$ cat config.mk
export PLATFORM = sky130hd
export DESIGN_NAME = wdt_core
export DESIGN_NICKNAME = d
export VERILOG_FILES = /design/src/rtl/wdt_pkg.sv /design/src/rtl/wdt_regs.sv /design/src/rtl/wdt_counter.sv /design/src/rtl/wdt_action.sv /design/src/rtl/wdt_core.sv
export SDC_FILE = /design/constraint.sdc
export NUM_CORES = 1
export LEC_CHECK = 0
export ABC_AREA = 1
export BUFFER_PORTS_ARGS = -buffer_cell sky130_fd_sc_hd__buf_2
export CORE_MARGIN = 3
export CORE_UTILIZATION = 45
export DETAILED_ROUTE_END_ITERATION = 10
export PLACE_DENSITY = 0.81
export SLEW_MARGIN = 5
export SYNTH_ARGS = -nofsm -noshare
export SYNTH_HDL_FRONTEND = slang
export SYNTH_SLANG_ARGS = --single-unit
$ cat constraint.sdc
create_clock -name clk -period 3.61 [get_ports clk]
set_clock_uncertainty 0.05 [all_clocks]
set_input_delay 0.722 -clock clk [delete_from_list [all_inputs] [get_ports clk]]
set_output_delay 0.722 -clock clk [all_outputs]
set_load 0.05 [all_outputs]
$ cat src/rtl/wdt_pkg.sv
package wdt_pkg;
    localparam int DATA_W = 32;
    localparam int CNT_W  = 16;
    localparam int ADDR_W = 4;

    localparam logic [ADDR_W-1:0] OFS_CTRL  = 4'h0;
    localparam logic [ADDR_W-1:0] OFS_COUNT = 4'h4;

    localparam int B_RUN    = 0;
    localparam int B_FIRED  = 1;
    localparam int B_ACTION = 2;
    localparam int B_DIS    = 3;
    localparam int B_RELOAD = 7;

    typedef enum logic {
        ACT_RESET    = 1'b0,
        ACT_SHUTDOWN = 1'b1
    } wdt_action_e;

    typedef struct packed {
        logic        run;
        logic        fired;
        wdt_action_e action;
    } wdt_ctrl_t;

    function automatic logic [DATA_W-1:0] ctrl_word(wdt_ctrl_t c, logic dis);
        logic [DATA_W-1:0] w;
        w           = '0;
        w[B_RUN]    = c.run;
        w[B_FIRED]  = c.fired;
        w[B_ACTION] = c.action;
        w[B_DIS]    = dis;
        return w;
    endfunction
endpackage

$ cat src/rtl/wdt_regs.sv
module wdt_regs
    import wdt_pkg::*;
#(
    parameter int CW = CNT_W,
    parameter int AW = ADDR_W
) (
    input  logic              clk,
    input  logic              rst,
    input  logic              hw_disable,
    input  logic              bus_wr,
    input  logic [AW-1:0]     bus_addr,
    input  logic [DATA_W-1:0] bus_wdata,
    input  logic              expire,
    output logic [DATA_W-1:0] bus_rdata,
    output wdt_ctrl_t         ctrl,
    output logic [CW-1:0]     timeout,
    output logic              reload
);
    localparam int PAD_W = DATA_W - CW;

    logic wr_ctrl, wr_count;
    logic unused_wdata;

    assign wr_ctrl      = bus_wr && (bus_addr == AW'(OFS_CTRL));
    assign wr_count     = bus_wr && (bus_addr == AW'(OFS_COUNT));
    assign reload       = wr_ctrl && bus_wdata[B_RELOAD];
    assign unused_wdata = ^bus_wdata;

    always_ff @(posedge clk) begin
        if (rst) begin
            ctrl    <= '{run: 1'b0, fired: 1'b0, action: ACT_RESET};
            timeout <= '0;
        end else begin
            if (wr_ctrl) begin
                ctrl.run    <= bus_wdata[B_RUN];
                ctrl.action <= wdt_action_e'(bus_wdata[B_ACTION]);
            end
            if (expire)
                ctrl.fired <= 1'b1;
            else if (wr_ctrl && bus_wdata[B_FIRED])
                ctrl.fired <= 1'b0;
            if (wr_count)
                timeout <= bus_wdata[CW-1:0];
        end
    end

    always_comb begin
        case (bus_addr)
            AW'(OFS_CTRL):  bus_rdata = ctrl_word(ctrl, hw_disable);
            AW'(OFS_COUNT): bus_rdata = {{PAD_W{1'b0}}, timeout};
            default:        bus_rdata = '0;
        endcase
    end

    assert_fired_sticky_R7: assert property (@(posedge clk) disable iff (rst)
        (ctrl.fired && !(wr_ctrl && bus_wdata[B_FIRED])) |=> ctrl.fired);
    assert_expire_sets_R6: assert property (@(posedge clk) disable iff (rst)
        expire |=> ctrl.fired);
endmodule

$ cat src/rtl/wdt_counter.sv
module wdt_counter #(
    parameter int CW = 16
) (
    input  logic          clk,
    input  logic          rst,
    input  logic          run,
    input  logic          hw_disable,
    input  logic          tick,
    input  logic          reload,
    input  logic [CW-1:0] load_val,
    output logic [CW-1:0] cnt,
    output logic          expire
);
    logic          step;
    logic [CW-1:0] start_val;

    assign step      = tick && run && !hw_disable && (cnt != '0) && !reload;
    assign expire    = step && (cnt == CW'(1));
    assign start_val = (load_val == '0) ? CW'(1) : load_val;

    always_ff @(posedge clk) begin
        if (rst)
            cnt <= '0;
        else if (reload)
            cnt <= start_val;
        else if (step)
            cnt <= cnt - CW'(1);
    end

    assert_reload_nonzero_R4: assert property (@(posedge clk) disable iff (rst)
        reload |=> (cnt != '0));
    assert_hold_stopped_R5: assert property (@(posedge clk) disable iff (rst)
        (!run && !reload) |=> $stable(cnt));
    assert_hold_disabled_R8: assert property (@(posedge clk) disable iff (rst)
        (hw_disable && !reload) |=> $stable(cnt));
endmodule

$ cat src/rtl/wdt_action.sv
module wdt_action
    import wdt_pkg::*;
(
    input  logic        clk,
    input  logic        rst,
    input  logic        expire,
    input  wdt_action_e action,
    output logic        rst_req,
    output logic        shut_req
);
    always_ff @(posedge clk) begin
        if (rst) begin
            rst_req  <= 1'b0;
            shut_req <= 1'b0;
        end else begin
            rst_req  <= expire && (action == ACT_RESET);
            shut_req <= expire && (action == ACT_SHUTDOWN);
        end
    end

    assert_one_request_R6: assert property (@(posedge clk) disable iff (rst)
        $onehot0({rst_req, shut_req}));
    assert_rst_single_R6: assert property (@(posedge clk) disable iff (rst)
        rst_req |=> !rst_req);
    assert_shut_single_R6: assert property (@(posedge clk) disable iff (rst)
        shut_req |=> !shut_req);
endmodule

$ cat src/rtl/wdt_core.sv
module wdt_core
    import wdt_pkg::*;
#(
    parameter int CW = CNT_W,
    parameter int AW = ADDR_W
) (
    input  logic              clk,
    input  logic              rst,
    input  logic              hw_disable,
    input  logic              tick,
    input  logic              bus_wr,
    input  logic [AW-1:0]     bus_addr,
    input  logic [DATA_W-1:0] bus_wdata,
    output logic [DATA_W-1:0] bus_rdata,
    output logic              rst_req,
    output logic              shut_req
);
    wdt_ctrl_t     ctrl;
    logic [CW-1:0] timeout;
    logic [CW-1:0] cnt;
    logic          reload;
    logic          expire;

    wdt_regs #(.CW(CW), .AW(AW)) regs_i (
        .clk(clk), .rst(rst), .hw_disable(hw_disable),
        .bus_wr(bus_wr), .bus_addr(bus_addr), .bus_wdata(bus_wdata),
        .expire(expire), .bus_rdata(bus_rdata),
        .ctrl(ctrl), .timeout(timeout), .reload(reload)
    );

    wdt_counter #(.CW(CW)) cnt_i (
        .clk(clk), .rst(rst), .run(ctrl.run), .hw_disable(hw_disable),
        .tick(tick), .reload(reload), .load_val(timeout),
        .cnt(cnt), .expire(expire)
    );

    wdt_action act_i (
        .clk(clk), .rst(rst), .expire(expire), .action(ctrl.action),
        .rst_req(rst_req), .shut_req(shut_req)
    );

    assert_request_implies_fired_R6: assert property (@(posedge clk) disable iff (rst)
        (rst_req || shut_req) |-> ctrl.fired);
    assert_silent_when_disabled_R8: assert property (@(posedge clk) disable iff (rst)
        (hw_disable && $past(hw_disable)) |-> !(rst_req || shut_req));
    assert_zero_no_refire_R6: assert property (@(posedge clk) disable iff (rst)
        ((cnt == '0) && !reload) |=> !(rst_req || shut_req));
endmodule

# Yosys cells after proc, flatten, opt, wreduce, memory -nomap -nowiden
# Index checks and enable logic that the tools add are counted.
[totals]
reg_bits = 37
input_bits = 41
out_inout_bits = 34
elab_cells = 35
[op_classes]
addsub = 1
n_eq_ne = 2
mux = 6
bitwise = 1
reduce_logical = 18
[op_table]
columns = ["cell", "n"]
rows = [
  ["$mux W16", 3],
  ["$pmux W16 S2", 1],
  ["$eq A16 B1 Y1 const B", 1],
  ["$logic_not A16 Y1", 1],
  ["$reduce_bool A16 Y1", 1],
  ["$sub A16 B1 Y16 const B", 1],
  ["$logic_and A1 B1 Y1", 11],
  ["$eq A4 B3 Y1 const B", 1],
  ["$logic_not A4 Y1", 1],
  ["$reduce_bool A2 Y1", 2],
  ["$logic_not A1 Y1", 2],
  ["$mux W1", 2],
  ["$not A1 Y1", 1],
]

# Logic depth before layout (Yosys ltp)
[depth]
depth_word = 7
mapped_depth = 11
depth_no_buf = 10

# Modules after synthesis
# A second synthesis with hierarchy kept.
[unflattened]
cells_unflattened = 407
hier_area_um2 = 2388.5
[modules_own_cells]
columns = ["module", "instances", "cells_each", "area_each_um2", "seq_area_each_um2"]
rows = [
  ["wdt_counter", 1, 236, 1297.5, 320.3],
  ["wdt_regs", 1, 164, 1032.2, 380.4],
  ["wdt_action", 1, 7, 58.8, 40.0],
]

# Least setup slack after synthesis
# Ideal clock, no wire load.
[synth_timing]
kind = "input to output"
start = "in bus_addr[1]"
end = "out bus_rdata[1]"
t_arrival_ns = 2.302
required_time_ns = 2.838
path_slack_ns = 0.536
cell_stages = 3
path_buffers = 0
cell_sequence = "nor4_1 > inv_1 > o21ai_0"
[synth_between]
elab_chain_cells = 2
word_cells_on_any_way = 3
classes_between = "1 x eq/ne; 1 x mux; 1 x reduce/logical"
[synth_rtl]
columns = ["element", "line", "text"]
rows = [
  ["start, declared", "wdt_core.sv:12", "input logic [AW-1:0] bus_addr,"],
  ["$eq A4 B3 Y1 / $logic_not A4 Y1 (equally long branches)", "wdt_regs.sv:48", "case (bus_addr)"],
  ["$pmux W16 S2 *", "wdt_regs.sv:48", ""],
  ["end, declared", "wdt_core.sv:14", "output logic [DATA_W-1:0] bus_rdata,"],
]
# Mark *: on every way between the ends. The rest lies on a longest branch, timed or not.

# Worst setup path in the final report
# Ends and elaborated chain as after synthesis.

==> out/metrics.yaml <==
global_route:
  grt_max_degree: 33
  grt.overflow.total: 0
  antenna_found_initial: 0
  grt_pass1_vias: 1913
  met3_usage_pct: 2.96
  use_met1_pct: 21.7
  grt_pass1_wl_microns: 8260
  grt_use_total_pct: 16.6
  grt_busiest_layer: "met2"
  grtUsageMet2_pct: 28.0
route:
  wl_microns: 4830
  wl_per_cell_microns: 10.8
  firstDrtPassIters: 4
  drcViolationCount: 0
  dr.first_iter.drc_count: 152
  dr_total_vias: 2221
  detail-route-antenna-nets: 0
  via_per_inst: 4.98
clock_tree:
  worst_skew_pair.late_latency_ps: 280
  cts_sinks: 37
  post_cts_resized: 0
  clock-root-buffer: "clkbuf_8"
  cts_tree: "yes"
  clkTransAtPathRegs_ps: 70
  hold_buffers: 0
  clock_path_buffers: 2
  cts-htree-levels: 2
  cts_buffers: 5
  cts_setup_buffers: 0
setup_path:
  r2r-end: "act_i.rst_req"
  end_kind: "output pin"
  r2r_setup_slack_ps: 1730
  critPathLaunchType: "primary input"
  path_common_cell: "buf_2"
  worst-path-buf-inv: 3
  path_class: "in2out"
  crit_family: "buffers and inverters"
  r2r-start: "cnt_i.cnt[0]"
  cp_max_fo: 16
  cp.arrival_ps: 1960
  path_cells: "buf_2 -> nor4_1 -> inv_1 -> o21ai_0 -> buf_2"
  worstPathRequired_ps: 2840
  slowest_stage: "nor4_1"
  slowest_delay_ps: 320
  reg2regPathDepth: 9
layout:
  post-route-util_pct: 52.9
  final_layout_size_suffix_gt1_share_pct: 16.6
  syn2layout_area_growth_pct: 12.7
  fill_cells: 468
  fin_nets: 421
  fin_area_sq_um: 2520
  diodes: 0
  seq_area_sq_um: 741
  multi_input_area_sq_um: 1200
placement:
  dpl_cell_area_sq_um: 2400
  place_congestion: 0.956
  dp_hpwl_microns: 3640
  portBuffers: 42
sta:
  fmax_mhz: 367
  holdWs_ps: 368
  maxSlewViolCount: 0
  hold_viol: 0
  finalCritPeriodShare_pct: 75.5
  slew-limit-headroom_pct: 45.6
  setup_tns_ps: 0
  setup-violations-final: 0
  worst_slew_pin_slew_ps: 814
  min_period_ps: 2730
  rsz0062_at_grt: "false"
power:
  ir_drop_mv: 0.236
  leakage_nw: 1.18
  p_per_area_nw_per_um2: 363
worst_hold_path:
  hold_path_class: "reg2reg"
  holdPathEnd: "act_i.rst_req"
  min_path_cells: 1
  hp-start: "regs_i.ctrl[0]"
synth:
  ys_warn_count: 0
  avgSynthCellArea_sq_um: 6.53
  synthCells: 342
  synth-seq-cells: 37
  ys_seq_area_share_pct: 33.2
  netlist_area_sq_um: 2230
  synth.distinct_cells: 29
flow_run:
  cap_violations: 0
die:
  fp.coreArea_sq_um: 4750
  die-area_sq_um: 5840
  rows: 25
  start_util_pct: 47.0
  die_y_microns: 76.5
  ios: 75
  chipWidth_microns: 76.5
status:
  status: "complete, no violations"
-- cells by family after synthesis --
group / count (synthesis) / synth area share [%]
adder cells (fa/ha/maj): 2 / 1.12
AO/OA/AOI/OAI: 62 / 14.2
buffers and inverters: 71 / 15.7
XOR/XNOR: 5 / 1.96
AND/OR/NAND/NOR: 164 / 33.6
other: 1 / 0.168
flip-flops: 37 / 33.2
-- where the power goes --
group / total, mW / switching (mW) / internal [mW]
combinational: 0.124 / 0.0911 / 0.0325
sequential: 0.417 / 0.00365 / 0.414
clock: 0.373 / 0.148 / 0.225
total: 0.914 / 0.243 / 0.671
-- layer usage --
metal	part of all wire, %	wire length [microns]	vias to the layer above
li1	-	-	1137
met1	45	2190	990
met2	45	2190	85
met3	7.9	384	9
met4	1.3	63	0
met5	0	0	-
-- metrics by stage --
stage                     setup WS, ps  cells  power, mW
after floorplan                    536    357      0.538
after global placement             898    438      0.548
after detailed placement           869    438      0.550
after CTS                          869    446      0.918
after global routing               690    446      0.949
final                              883    446      0.914
-- sequential cells by signal, indices dropped and copies added (netlist names) --
| signal | flops |
|---|---|
| act_i.rst_req | 1 |
| cnt_i.cnt | 16 |
| act_i.shut_req | 1 |
| regs_i.timeout | 16 |
| regs_i.ctrl | 3 |
-- layout make-up --
cell class                 count  area share, %
inverter                      42           6.26
tap                           67           3.33
sequential                    37           29.4
multi-input combinational    249           47.6
clock inverter                 2           1.49
timing repair buffer          43           8.65
clock buffer                   6           3.28
-- synthesized netlist by cell type --
cell	n	share of area (%)
buf_12	1	0.90
nand2_2	2	0.56
nor4_1	1	0.28
buf_4	17	5.7
clkbuf_1	7	1.2
nand2_8	1	0.90
dfxtp_1	37	33
nor2_2	5	1.4
nand3_2	1	0.45
nand2_1	66	11
nand3b_1	1	0.34
buf_2	4	0.90
nand2_4	1	0.50
nand4_1	7	2.0
ha_1	2	1.1
nor3_1	1	0.22
conb_1	1	0.17
o211ai_1	1	0.34
o22ai_1	2	0.56
xor2_1	3	1.2
nor2_1	40	6.7
nor2_8	1	0.90
a21oi_1	33	7.4
inv_2	1	0.17
o21ai_0	25	5.6
nand3_1	37	8.3
inv_1	41	6.9
o21bai_1	1	0.34
xnor2_1	2	0.78
-- placed cells by master, fill, tap and decap left out, types with 2 or more instances in the layout --
cell type / instances
clkbuf_8: 6
nand4_1: 7
nor2_2: 5
nand2_2: 2
conb_1: 16
ha_1: 2
nand3_1: 37
xnor2_1: 2
o22ai_1: 2
nor2_1: 40
buf_2: 42
dfxtp_1: 37
o21ai_0: 25
nand2_1: 66
inv_1: 41
a21oi_1: 33
xor2_1: 3
-- worst max-delay path by stage --
stage	endpoint	cells past startpoint	from	slack (ps)
floorplan	bus_rdata[1]	3	bus_addr[1]	540
global placement	bus_rdata[1]	5	bus_addr[1]	900
finish	bus_rdata[1]	5	bus_addr[1]	880
global route	bus_rdata[3]	5	bus_addr[1]	690
CTS	bus_rdata[1]	5	bus_addr[1]	870
detailed placement	bus_rdata[1]	5	bus_addr[1]	870
(Power assumes the default switching activity.)
